$ cat config.mk
export PLATFORM = sky130hd
export DESIGN_NAME = ipc_present_top
export DESIGN_NICKNAME = d
export VERILOG_FILES = /design/src/rtl/ipc_pkg.sv /design/src/rtl/ipc_thread_ctx.sv /design/src/rtl/ipc_group_arb.sv /design/src/rtl/ipc_present_top.sv
export SDC_FILE = /design/constraint.sdc
export NUM_CORES = 1
export LEC_CHECK = 0
export ABC_AREA = 1
export BUFFER_PORTS_ARGS = -buffer_cell sky130_fd_sc_hd__buf_2
export CAP_MARGIN = 0
export CORE_ASPECT_RATIO = 0.75
export CORE_UTILIZATION = 25
export CTS_BUF_LIST = sky130_fd_sc_hd__clkbuf_4 sky130_fd_sc_hd__clkbuf_8
export CTS_CLUSTER_SIZE = 28
export DETAILED_ROUTE_END_ITERATION = 10
export PLACE_DENSITY = 0.41
export SYNTH_ARGS = -nofsm -noshare
export SYNTH_HDL_FRONTEND = slang
export SYNTH_SLANG_ARGS = --single-unit
$ cat constraint.sdc
create_clock -name clk -period 2.2 [get_ports clk]
set_clock_uncertainty 0.1 [all_clocks]
set_input_delay 0.44 -clock clk [delete_from_list [all_inputs] [get_ports clk]]
set_output_delay 0.44 -clock clk [all_outputs]
set_load 0.02 [all_outputs]
$ cat src/rtl/ipc_pkg.sv
package ipc_pkg;

  typedef enum logic [1:0] {
    DLV_DIRECT = 2'd0,
    DLV_POOL   = 2'd1,
    DLV_GROUP  = 2'd2,
    DLV_NONE   = 2'd3
  } dlv_kind_e;

  localparam logic [7:0] NSR_IDLE   = 8'h00;
  localparam logic [7:0] NSR_DIRECT = 8'h80;
  localparam logic [7:0] NSR_POOL   = 8'h40;
  localparam logic [7:0] NSR_GROUP  = 8'h82;
  localparam logic [7:0] PRIO_OPEN  = 8'hFF;

  // true when priority p is more urgent than level c
  function automatic logic prio_beats(input logic [2:0] p, input logic [7:0] c);
    return {5'b00000, p} < c;
  endfunction

  function automatic logic [7:0] prio_bit(input logic [2:0] p);
    return 8'h80 >> p;
  endfunction

  function automatic logic [2:0] prio_min(input logic [2:0] a, input logic [2:0] b);
    return (a < b) ? a : b;
  endfunction

  function automatic logic [31:0] pack_phys(input logic [7:0] nsr, input logic [7:0] cppr,
                                            input logic [7:0] lsmfb);
    return {nsr, cppr, 8'h00, lsmfb};
  endfunction

endpackage

$ cat src/rtl/ipc_thread_ctx.sv
module ipc_thread_ctx
  import ipc_pkg::*;
(
  input  logic       clk,
  input  logic       rst_n,
  input  logic       dlv_hit,
  input  logic       dlv_pool,
  input  logic [7:0] dlv_code,
  input  logic [2:0] dlv_prio,
  input  logic       cppr_we,
  input  logic [7:0] cppr_val,
  input  logic       bl_take,
  input  logic [2:0] bl_prio,
  input  logic       hint_set,
  input  logic       hint_clr,
  input  logic [2:0] hint_val,
  input  logic       ack_we,
  output logic [7:0] nsr,
  output logic [7:0] cppr,
  output logic [7:0] ipb,
  output logic [7:0] lsmfb,
  output logic [2:0] pend
);

  logic busy;
  logic dlv_present;
  logic keep_on_wr;

  assign busy        = (nsr != NSR_IDLE);
  assign dlv_present = prio_beats(dlv_prio, cppr) && (!busy || (dlv_prio < pend));
  assign keep_on_wr  = busy && prio_beats(pend, cppr_val);

  always_ff @(posedge clk or negedge rst_n) begin
    if (!rst_n) begin
      nsr  <= NSR_IDLE;
      cppr <= PRIO_OPEN;
      ipb  <= 8'h00;
      pend <= 3'd7;
    end else if (ack_we) begin
      if (busy) begin
        cppr <= {5'b00000, pend};
        nsr  <= NSR_IDLE;
        if (nsr == NSR_POOL) ipb <= ipb & ~prio_bit(pend);
      end
    end else if (cppr_we) begin
      cppr <= cppr_val;
      if (bl_take) begin
        nsr  <= NSR_GROUP;
        pend <= bl_prio;
      end else if (!keep_on_wr) begin
        nsr <= NSR_IDLE;
      end
    end else if (dlv_hit) begin
      if (dlv_pool) ipb <= ipb | prio_bit(dlv_prio);
      if (dlv_present) begin
        nsr  <= dlv_code;
        pend <= dlv_prio;
      end
    end
  end

  always_ff @(posedge clk or negedge rst_n) begin
    if (!rst_n)        lsmfb <= PRIO_OPEN;
    else if (hint_clr) lsmfb <= PRIO_OPEN;
    else if (hint_set) lsmfb <= {5'b00000, hint_val};
  end


  ack_clears_chk: assert property (@(posedge clk) disable iff (!rst_n)
    (ack_we && busy) |=> (nsr == NSR_IDLE && cppr == {5'b00000, $past(pend)}));


  cppr_store_chk: assert property (@(posedge clk) disable iff (!rst_n)
    (cppr_we && !ack_we) |=> (cppr == $past(cppr_val)));


  present_chk: assert property (@(posedge clk) disable iff (!rst_n)
    (dlv_hit && dlv_present && !ack_we && !cppr_we) |=> (nsr == $past(dlv_code)));

endmodule

$ cat src/rtl/ipc_group_arb.sv
module ipc_group_arb
  import ipc_pkg::*;
#(
  parameter int NTHR = 4,
  localparam int TW = (NTHR > 1) ? $clog2(NTHR) : 1
) (
  input  logic                 clk,
  input  logic                 rst_n,
  input  logic                 grp_req,
  input  logic [2:0]           grp_prio,
  input  logic [NTHR-1:0][7:0] cppr_v,
  input  logic [NTHR-1:0]      idle_mask,
  input  logic                 cppr_wr,
  input  logic [TW-1:0]        cppr_thr,
  input  logic [7:0]           cppr_val,
  input  logic                 wr_keep,
  output logic [NTHR-1:0]      pick,
  output logic                 bl_set,
  output logic [NTHR-1:0]      bl_take_v,
  output logic [2:0]           bl_prio,
  output logic [2:0]           hint_val,
  output logic                 bl_valid
);

  logic [NTHR-1:0] elig;
  logic            take_ok;

  always_comb begin
    for (int t = 0; t < NTHR; t++)
      elig[t] = idle_mask[t] && prio_beats(grp_prio, cppr_v[t]);
  end

  always_comb begin
    logic found;
    found = 1'b0;
    pick  = '0;
    for (int t = 0; t < NTHR; t++) begin
      if (grp_req && elig[t] && !found) begin
        pick[t] = 1'b1;
        found   = 1'b1;
      end
    end
  end

  assign bl_set   = grp_req && (elig == '0);
  assign hint_val = bl_valid ? prio_min(bl_prio, grp_prio) : grp_prio;
  assign take_ok  = cppr_wr && bl_valid && prio_beats(bl_prio, cppr_val) && !wr_keep;

  generate
    for (genvar t = 0; t < NTHR; t++) begin : g_take
      assign bl_take_v[t] = take_ok && (cppr_thr == TW'(t));
    end
  endgenerate

  always_ff @(posedge clk or negedge rst_n) begin
    if (!rst_n) begin
      bl_valid <= 1'b0;
      bl_prio  <= 3'd7;
    end else if (take_ok) begin
      bl_valid <= 1'b0;
    end else if (bl_set) begin
      bl_valid <= 1'b1;
      bl_prio  <= hint_val;
    end
  end


  one_pick_chk: assert property (@(posedge clk) disable iff (!rst_n) $onehot0(pick));


  park_chk: assert property (@(posedge clk) disable iff (!rst_n)
    (bl_set && !cppr_wr) |=> bl_valid);


  drain_chk: assert property (@(posedge clk) disable iff (!rst_n)
    take_ok |=> !bl_valid);

endmodule

$ cat src/rtl/ipc_present_top.sv
module ipc_present_top
  import ipc_pkg::*;
#(
  parameter int NTHR = 4,
  localparam int TW = (NTHR > 1) ? $clog2(NTHR) : 1
) (
  input  logic            clk,
  input  logic            rst_n,
  input  logic            dlv_valid,
  input  logic [1:0]      dlv_kind,
  input  logic [TW-1:0]   dlv_thr,
  input  logic [2:0]      dlv_prio,
  input  logic            cppr_wr,
  input  logic [TW-1:0]   cppr_thr,
  input  logic [7:0]      cppr_val,
  input  logic            ack_req,
  input  logic [TW-1:0]   ack_thr,
  output logic [15:0]     ack_word,
  input  logic [TW-1:0]   rd_thr,
  output logic [31:0]     phys_word,
  output logic [31:0]     pool_word,
  output logic [NTHR-1:0] exc_out
);

  logic [NTHR-1:0][7:0] nsr_v, cppr_v, ipb_v, lsmfb_v;
  logic [NTHR-1:0][2:0] pend_v;
  logic [NTHR-1:0]      idle_mask, pick, bl_take_v, dlv_hit, ack_hit, wr_hit;
  logic                 grp_req, bl_set, bl_valid, wr_keep;
  logic [2:0]           bl_prio, hint_val;
  logic [7:0]           dlv_code;
  logic                 is_single;

  assign grp_req   = dlv_valid && (dlv_kind == DLV_GROUP);
  assign is_single = dlv_valid && (dlv_kind == DLV_DIRECT || dlv_kind == DLV_POOL);
  assign dlv_code  = (dlv_kind == DLV_POOL) ? NSR_POOL :
                     (dlv_kind == DLV_GROUP) ? NSR_GROUP : NSR_DIRECT;
  assign wr_keep   = (nsr_v[cppr_thr] != NSR_IDLE) && prio_beats(pend_v[cppr_thr], cppr_val);

  ipc_group_arb #(.NTHR(NTHR)) arb_i (
    .clk       (clk),
    .rst_n     (rst_n),
    .grp_req   (grp_req),
    .grp_prio  (dlv_prio),
    .cppr_v    (cppr_v),
    .idle_mask (idle_mask),
    .cppr_wr   (cppr_wr),
    .cppr_thr  (cppr_thr),
    .cppr_val  (cppr_val),
    .wr_keep   (wr_keep),
    .pick      (pick),
    .bl_set    (bl_set),
    .bl_take_v (bl_take_v),
    .bl_prio   (bl_prio),
    .hint_val  (hint_val),
    .bl_valid  (bl_valid)
  );

  generate
    for (genvar t = 0; t < NTHR; t++) begin : g_thr
      assign idle_mask[t] = (nsr_v[t] == NSR_IDLE);
      assign dlv_hit[t]   = (is_single && dlv_thr == TW'(t)) || pick[t];
      assign ack_hit[t]   = ack_req && ack_thr == TW'(t);
      assign wr_hit[t]    = cppr_wr && cppr_thr == TW'(t);
      assign exc_out[t]   = (nsr_v[t] != NSR_IDLE);

      ipc_thread_ctx ctx_i (
        .clk      (clk),
        .rst_n    (rst_n),
        .dlv_hit  (dlv_hit[t]),
        .dlv_pool (dlv_kind == DLV_POOL),
        .dlv_code (dlv_code),
        .dlv_prio (dlv_prio),
        .cppr_we  (wr_hit[t]),
        .cppr_val (cppr_val),
        .bl_take  (bl_take_v[t]),
        .bl_prio  (bl_prio),
        .hint_set (bl_set),
        .hint_clr (|bl_take_v),
        .hint_val (hint_val),
        .ack_we   (ack_hit[t]),
        .nsr      (nsr_v[t]),
        .cppr     (cppr_v[t]),
        .ipb      (ipb_v[t]),
        .lsmfb    (lsmfb_v[t]),
        .pend     (pend_v[t])
      );


      direct_exc_chk: assert property (@(posedge clk) disable iff (!rst_n)
        (dlv_valid && dlv_kind == DLV_DIRECT && dlv_thr == TW'(t) && idle_mask[t] &&
         prio_beats(dlv_prio, cppr_v[t]) && !ack_hit[t] && !wr_hit[t]) |=> exc_out[t]);


      take_chk: assert property (@(posedge clk) disable iff (!rst_n)
        (bl_take_v[t] && !ack_hit[t]) |=> (nsr_v[t] == NSR_GROUP && lsmfb_v[t] == PRIO_OPEN));


      exc_rise_chk: assert property (@(posedge clk) disable iff (!rst_n)
        $rose(exc_out[t]) |-> (nsr_v[t] == NSR_DIRECT || nsr_v[t] == NSR_POOL ||
                               nsr_v[t] == NSR_GROUP));
    end
  endgenerate

  assign ack_word  = (nsr_v[ack_thr] != NSR_IDLE) ? {nsr_v[ack_thr], 5'b00000, pend_v[ack_thr]}
                                                   : {NSR_IDLE, cppr_v[ack_thr]};
  assign phys_word = pack_phys(nsr_v[rd_thr], cppr_v[rd_thr], lsmfb_v[rd_thr]);
  assign pool_word = {16'h0000, ipb_v[rd_thr], 8'h00};

endmodule

==> results.toml, run 1 <==
[floorplan]
die_w_um = 202
io_pins = 110
die_h_um = 152
coreArea_mm2 = 0.0293
rows = 54
die_area_mm2 = 0.0307
initial_core_util = 0.256

[clock_tree]
cts_htree_levels = 3
clkSlewWorstSetupHoldPaths_ps = 110
cts-buffers-inserted = 9
cts_buffer_depth = 2
cts_num_sinks = 96
cts-root-buf = "clkbuf_8"
clk_latency_ps = 420
cts_tree = "built"

[route]
vias = 8223
via_per_inst = 4.87
ant_nets = 0
wl_per_cell_um = 19.4
drtIter0Drc = 579
drc = 0
wl_um = 32800
firstDrtPassIters = 5

[timing]
grt_setup_unrepaired = "yes"
post-route-period-util = 1.10
period_needed_ps = 2420
maxSlewViolCount = 0
final-setup-viol-count = 42
tightest_slew_ps = 784
timing.final.ws_setup_ps = -223
slew_headroom = 0.474
fmaxAchievable_mhz = 413
hold_viol = 0

[layout]
syn_to_final_growth_pct = 48.8
layout_common_cells = "buf_4, nand2_1, o21ai_0"
diodes = 0
layout_commonest_cell = "buf_4"
layout.nets = 1346
instances_no_fill = 1687
fillers = 3035
drive_above_1_share = 0.479

[outcome]
violations = "negative setup slack"
status = "finished, violations left"

[worst_setup_path]
cp_common_cell = "o21ai_4"
required_ps = 1660
path_cells = "inv_2, o22ai_2, a21oi_2, o21a_1, nand3_4, buf_12, o21ai_4, o21ai_4, buf_6"
critical_path_class = "flop to primary output"
cp.arrival_ps = 1880
crit_path_max_incr_delay_ps = 390
critPathCaptureType = "primary output"
critical_path.startpoint_type = "flop"
cp_top_family = "compound AO/OA/AOI/OAI gates"
cp_slowest_cell = "dfrtp_1"
path_max_fanout = 6
cp_num_buf_inv = 3

[synthesis]
synth_largest_area_cell = "dfstp_2"
yosys_register_bits = 96
synth_area_leaders = "dfstp_2, dfrtp_1, nand2_1"
synth_top_cell_area_share = 0.179
ys_seq_area_frac = 0.329
synth_enable_flop_cells = 0
ys_warn_count = 0
syn_area_mm2 = 0.00750
avgSynthCellArea_um2 = 7.23
synthDistinctLibCells = 44
async_flop_share = 1.00
synth-main-ff-cell = "dfstp_2"
synthCells = 1038

[global_route]
grt_pass1_vias = 7772
grt_max_degree = 57
grt.total_usage = 0.210
grt-ovfl-total = 0
grt_pass1_wl_um = 48400
antenna_found_initial = 0

[placed_design]
place_hpwl_um = 24600
place_inst = 1637
dp_slack_ps = -445
port_buffers = 67
routabilityCongestion = 0.865

[power_and_ir_drop]
powerDensity_mw_per_mm2 = 1150
power_leakage_nw = 5.01
peakVddDrop_mv = 0.547

[run]
cap_violations = 0

[worst_hold_path]
hp-class = "primary input to flop"
## per-layer routing
layer | part of all wire | global-route usage
met5 | 0 | 0
met4 | 0.013 | 0.0444
met3 | 0.058 | 0.0418
met2 | 0.41 | 0.294
met1 | 0.51 | 0.326
## worst paths after layout
path                       cells past startpoint                 endpoint  slack [ps]                    start
max                                            9              ack_word[0]        -220    g_thr[1].ctx_i.nsr[1]
min                                            3   g_thr[2].ctx_i.cppr[7]         230              cppr_val[7]
max reg2reg                                   15  g_thr[1].ctx_i.lsmfb[0]        -110   g_thr[2].ctx_i.cppr[1]
min reg2reg                                    2  g_thr[1].ctx_i.lsmfb[6]         400  g_thr[1].ctx_i.lsmfb[6]
max in group asynchronous                      3   g_thr[0].ctx_i.cppr[5]         910                    rst_n
min in group asynchronous                      2    g_thr[3].ctx_i.ipb[7]         370                    rst_n
## state kept, by name (all words and copies together), names as in the netlist
name	cells
g_thr.ctx_i.pend	12
arb_i.bl_prio	3
arb_i.bl_valid	1
g_thr.ctx_i.ipb	32
g_thr.ctx_i.cppr	32
g_thr.ctx_i.nsr	12
g_thr.ctx_i.lsmfb	4
## repair_timing
| item | CTS | global route |
|---|---|---|
| hold buffers | 1 | 0 |
| hold endpoints to repair | 9 | 0 |
| endpoints found under the setup margin | 76 | 82 |
| pin swaps | 53 | 68 |
| gates cloned | 2 | 2 |
| resized for setup | 133 | 200 |
| buffers inserted | 16 | 19 |
## where the power goes
group	internal, mW	total, mW	switching, mW
Sequential	2.72	3.43	0.704
Clock	0.423	1.19	0.768
Combinational	3.49	8.17	4.68
## per-stage QoR
step	hold WS, ps	total power [mW]	util	TNS (ps)	area (um^2)
after floorplan	44.4	6.68	-	-505	7650
after global placement	287	9.60	0.322	-19860	9420
after detailed placement	287	9.59	0.322	-18930	9420
after CTS	216	11.6	0.349	-3420	10200
after global routing	235	13.6	0.381	-8120	11200
final	234	12.8	0.381	-3150	11200
## worst reg2reg max path: stages (launching register included)
cell,delay [ps]
dfstp_2,560
inv_2,50
ha_4,260
nand2_2,50
nand2_2,80
nand2_2,50
nand2_2,70
nand2_2,60
nand2_2,60
nand2_2,60
a21oi_2,110
nand3b_1,270
nand2_4,230
buf_6,120
nor2_1,30
nor2_1,100
## cells by family (layout without fill, tap and decap cells)
| group | count (synthesis) | after routing | synth area share |
|---|---|---|---|
| flops | 96 | 96 | 0.329 |
| fa+ha+maj | 30 | 30 | 0.0501 |
| buf+inv | 214 | 429 | 0.142 |
| simple gates | 371 | 372 | 0.224 |
| other cells | 1 | 42 | 0.000500 |
| compound gates | 326 | 326 | 0.254 |
## synth_stat cells (18+ instances only)
cell type  number
a21oi_1        68
buf_4          54
dfrtp_1        45
dfstp_2        51
ha_1           30
inv_1         109
nand2_1       213
nand3_1        36
nor2_1         55
nor3_1         19
o21ai_0       128
o21ai_2        18
o22ai_1        40
## area by class of cell
cell class	count	area [um^2]	share of cell area
Sequential cell	96	2470	0.221
Clock buffer	9	124	0.0111
Clock inverter	7	55.1	0.00493
Timing Repair Buffer	284	2350	0.211
Tap cell	392	490	0.0440
Multi-Input combinational cell	770	5170	0.463
Inverter	129	499	0.0447
(Power assumes the default switching activity.)
==> run 2: changes to the inputs <==
Settings changed: RECOVER_POWER set to 25.
==> run 2 against run 1 <==
- the run still ends with negative setup slack left
- global-route usage did not move
- first-iteration DRC count up 14%
- die area did not move
- combinational power about the same
- non-clock buffer count is the same
- sequential share of layout area about the same
- final area is 0.16% lower
- critical path type unchanged
- largest power group unchanged
- highest routed layer unchanged
==> results.toml, run 2 (synthesized netlist as in run 1, its figures left out) <==
[outcome]
status = "finished, violations left"
violations = "negative setup slack"

[placed_design]
place_hpwl_um = 24600
dp_slack_ps = -445
routabilityCongestion = 0.865
port_buffers = 67
place_inst = 1637

[power_and_ir_drop]
combPwrFrac = 0.639
power_leakage_nw = 5.00
clockPowerShare = 0.094
p_seq_frac = 0.268
p_total_mw = 12.8
netSwitchingPower_mw = 6.16
cell_internal_pwr_mw = 6.63
peakVddDrop_mv = 0.547
swShare = 0.481
powerDensity_mw_per_mm2 = 1150

[layout]
layout_common_cells = "buf_4, nand2_1, o21ai_0"
syn_to_final_growth_pct = 48.5
diodes = 0
layout_commonest_cell = "buf_4"
reg_top3 = "g_thr.ctx_i.cppr: 32 flops, g_thr.ctx_i.ipb: 32 flops"
layout.nets = 1346
instances_no_fill = 1687
final_util = 0.381
drive_above_1_share = 0.479

[route]
vias = 8221
wl_per_cell_um = 19.4
drc = 0
firstDrtPassIters = 5
via_per_inst = 4.87
wl_um = 32800
drtIter0Drc = 660
ant_nets = 0

[worst_setup_path]
critical_path_class = "flop to primary output"
crit_path_max_incr_delay_ps = 390
cp-startpoint = "g_thr[1].ctx_i.nsr[1]"
critical_path.startpoint_type = "flop"
cp_slowest_cell = "dfrtp_1"
required_ps = 1660
path_cells = "inv_2, o22ai_2, a21oi_2, o21a_1, nand3_4, buf_12, o21ai_4, o21ai_4, buf_6"
cp.arrival_ps = 1880
worstReg2RegStart = "g_thr[2].ctx_i.cppr[1]"
cp_common_cell = "o21ai_4"
path_max_fanout = 6
critPathCaptureType = "primary output"

[clock_tree]
cts-root-buf = "clkbuf_8"
cts_htree_levels = 3
clkSlewWorstSetupHoldPaths_ps = 110
cts-buffers-inserted = 9
cts_buffer_depth = 2
cts_tree = "built"
clk_latency_ps = 420
cts_num_sinks = 96

[global_route]
grt-ovfl-total = 0
grt_pass1_vias = 7772
antenna_found_initial = 0
grt_max_degree = 57
grt.total_usage = 0.210
grt_pass1_wl_um = 48400

[timing]
post-route-period-util = 1.10
slew_headroom = 0.482
timing.final.ws_setup_ps = -224
maxSlewViolCount = 0
tightest_slew_ps = 772
period_needed_ps = 2420
final-setup-viol-count = 41
hold_viol = 0
fmaxAchievable_mhz = 413
grt_setup_unrepaired = "yes"

[run]
cap_violations = 0

[floorplan]
die_w_um = 202
die_area_mm2 = 0.0307
die_h_um = 152
initial_core_util = 0.256
rows = 54
io_pins = 110
coreArea_mm2 = 0.0293

[worst_hold_path]
min_from = "cppr_val[7]"
hp-class = "primary input to flop"
-- run 2: worst max-delay path: cells and delay by family (launching register included) --
family / cells / cell delay, ps
buffers and inverters: 3 / 410
flip-flops: 1 / 390
AND/OR/NAND/NOR: 1 / 120
AO/OA/AOI/OAI: 5 / 540
-- run 2: per-layer routing --
metal,track usage,wire (um)
met2,0.294,13700
met3,0.0418,1820
met1,0.326,16900
met5,0,0
met4,0.0444,385
-- run 2: per-stage QoR --
stage	hold slack, ps	TNS [ps]	area (um^2)
3_5_place_dp	287	-18930	9420
5_1_grt	235	-8120	11100
3_3_place_gp	287	-19860	9420
4_1_cts	216	-3420	10200
2_1_floorplan	44.4	-505	7650
6_report	230	-3060	11100
-- run 2: path summary, 6_finish.rpt --
kind | to | slack [ps] | depth (start not counted)
worst min register to register | g_thr[1].ctx_i.lsmfb[6] | 400 | 2
worst max register to register | g_thr[1].ctx_i.lsmfb[0] | -110 | 15
max in group asynchronous | g_thr[0].ctx_i.ipb[2] | 280 | 3
worst min-delay path | g_thr[2].ctx_i.cppr[7] | 230 | 3
min in group asynchronous | g_thr[2].ctx_i.ipb[0] | 490 | 2
worst max-delay path | ack_word[0] | -220 | 9
-- run 2: power by group through the flow --
stage	Sequential [mW]	Clock (mW)	Combinational [mW]
2_1_floorplan	3.32	0	3.36
3_3_place_gp	3.40	0	6.19
3_5_place_dp	3.40	0	6.18
4_1_cts	3.34	1.23	7.02
5_1_grt	3.52	1.29	8.81
6_report	3.42	1.20	8.17
-- run 2: final cells by class --
type	instances	area, um^2
Sequential cell	96	2470
Clock buffer	9	124
Multi-Input combinational cell	770	5170
Tap cell	392	490
Timing Repair Buffer	284	2330
Inverter	129	499
Clock inverter	7	55.1
Fill cell	3037	18100
-- run 2: repair_timing --
item	CTS	global route
gates resized for setup	133	200
gates cloned	2	2
endpoints found under the hold margin	9	0
buffers inserted	16	19
pin swaps	53	68
endpoints found under the setup margin	76	82
hold buffers	1	0
==> run 3: changes to the inputs <==
Settings changed: PLACE_DENSITY 0.41 to unset, PLACE_DENSITY_LB_ADDON set to 0.25.
==> run 3 against run 2 <==
- the run still ends with negative setup slack left
- sequential share of layout area rose by 1.0 points
- cell count fell by 1.5%
- via count fell by 0.45%
- sequential power rose by 1%
- register-to-register slack barely moved
- non-clock buffer count fell by 25
- first-iteration DRC count rose by 20%
- hold slack improved by 11 ps
==> results.toml, run 3 (synthesized netlist as in run 1, its figures left out) <==
[timing]
timing.final.ws_setup_ps = -271
slew_headroom = 0.345
final-setup-viol-count = 39
post-route-period-util = 1.12
hold_viol = 0
fmaxAchievable_mhz = 405
maxSlewViolCount = 0
grt_setup_unrepaired = "yes"
whs_ps = 241
tightest_slew_ps = 983
tns_ps = -3430
period_needed_ps = 2470

[worst_setup_path]
cp_num_buf_inv = 3
required_ps = 1660
cp.arrival_ps = 1930
cp_common_cell = "buf_6"
critical_path_class = "flop to primary output"
path_cells = "inv_2, o22ai_2, a21oi_2, o21a_1, nand3_4, buf_6, o21ai_2, buf_6"
path_max_fanout = 5
crit_path_max_incr_delay_ps = 430
cp_top_family = "compound AO/OA/AOI/OAI gates"
critical_path.startpoint_type = "flop"
cp_slowest_cell = "dfrtp_2"
cp.depth = 8
critPathCaptureType = "primary output"
reg2reg_depth = 15

[global_route]
grt-ovfl-total = 0
antenna_found_initial = 0
grt_pass1_vias = 7315
grt.total_usage = 0.198
grt_max_degree = 42
grt_pass1_wl_um = 45900

[placed_design]
placed_area_mm2 = 0.00930
port_buffers = 67
dp_slack_ps = -394
routabilityCongestion = 0.899
place_hpwl_um = 23800

[floorplan]
coreArea_mm2 = 0.0293
die_h_um = 152
io_pins = 110
die_w_um = 202
die_area_mm2 = 0.0307
initial_core_util = 0.256
rows = 54

[route]
via_per_inst = 4.92
drtIter0Drc = 791
firstDrtPassIters = 6
wl_per_cell_um = 19.1
drc = 0
vias = 8184
ant_nets = 0
wl_um = 31700

[layout]
reg_top3 = "g_thr.ctx_i.cppr: 32 flops, g_thr.ctx_i.ipb: 32 flops"
layout.nets = 1321
fillers = 3072
diodes = 0
drive_above_1_share = 0.444
layout_commonest_cell = "buf_4"
fin_area_mm2 = 0.0106
syn_to_final_growth_pct = 41.8
layout_common_cells = "buf_4, nand2_1, o21ai_0"

[power_and_ir_drop]
power_leakage_nw = 4.82
p_total_mw = 12.1
peakVddDrop_mv = 0.656
powerDensity_mw_per_mm2 = 1140

[clock_tree]
clkSlewWorstSetupHoldPaths_ps = 130
cts_buffer_depth = 2
cts_num_sinks = 96
cts_tree = "built"
cts-buffers-inserted = 9
clk_latency_ps = 420
cts-root-buf = "clkbuf_8"
cts_htree_levels = 3

[worst_hold_path]
min_path_cells = 3
hp-class = "primary input to flop"

[outcome]
violations = "negative setup slack"
status = "finished, violations left"

[run]
cap_violations = 0
## run 3: cell count changes in the layout (fill, tap and decap cells not counted), moves of 3 or more
cell     previous run  this run
buf_6              35        24
a21oi_4             6         2
a21oi_1            39        45
o22ai_1            32        36
nand2_2            59        63
nand2_1           144       148
nand2_4            18        13
buf_4             183       171
o21ai_1             4        12
nand2_8             7         4
o21ai_0           111       107
## run 3: per-layer routing
| layer | global-route usage | vias up | part of all wire |
|---|---|---|---|
| met5 | 0 | - | 0 |
| met4 | 0.0335 | 0 | 0.015 |
| met3 | 0.0440 | 34 | 0.086 |
| met2 | 0.263 | 305 | 0.40 |
| met1 | 0.319 | 3956 | 0.50 |
| li1 | - | 3889 | - |
## run 3: power by group
part,switching [mW],internal (mW)
logic,4.39,3.03
clock network,0.808,0.447
registers,0.748,2.72
## run 3: worst reg2reg max path, cell delays in order (launching register included)
cell and delay (ps):
dfstp_2 560, inv_2 50, ha_4 260, nand2_2 50, nand2_2 60, nand2_2 50, nand2_2 70, nand2_2 60
nand2_2 60, nand2_2 60, a21oi_2 120, nand3b_1 260, nand2_4 230, nand2_8 90, nor2_4 110, nor2_1 40
## run 3: what timing repair did
item,CTS,global route
resized for setup,74,197
hold endpoints to repair,8,0
gates cloned,1,3
setup endpoints to repair,67,84
pin swaps,28,57
setup buffers,11,10
hold buffers,1,0
## run 3: through the flow
stage                util  std cells
finish              0.364       1662
global route        0.364       1662
CTS                 0.337       1653
detailed placement  0.318       1625
global placement    0.318       1625
floorplan               -       1079
## run 3: path summary, 6_finish.rpt
path                                    startpoint                      end  slack (ps)
max in group asynchronous                    rst_n    g_thr[3].ctx_i.ipb[2]         160
hold / removal                         cppr_val[3]   g_thr[1].ctx_i.cppr[3]         240
min in group asynchronous                    rst_n    g_thr[3].ctx_i.nsr[6]         580
setup reg to reg            g_thr[2].ctx_i.cppr[1]         arb_i.bl_prio[1]        -120
setup / recovery             g_thr[0].ctx_i.nsr[1]              ack_word[2]        -270
hold reg to reg            g_thr[1].ctx_i.lsmfb[0]  g_thr[1].ctx_i.lsmfb[0]         410
## run 3: cell type report
| cell class | count | area (um^2) | area share |
|---|---|---|---|
| Clock inverter | 7 | 72.6 | 0.00682 |
| Timing Repair Buffer | 259 | 2090 | 0.196 |
| Clock buffer | 9 | 124 | 0.0116 |
| Inverter | 129 | 492 | 0.0462 |
| Multi-Input combinational cell | 770 | 4900 | 0.461 |
| Sequential cell | 96 | 2470 | 0.232 |
| Tap cell | 392 | 490 | 0.0461 |
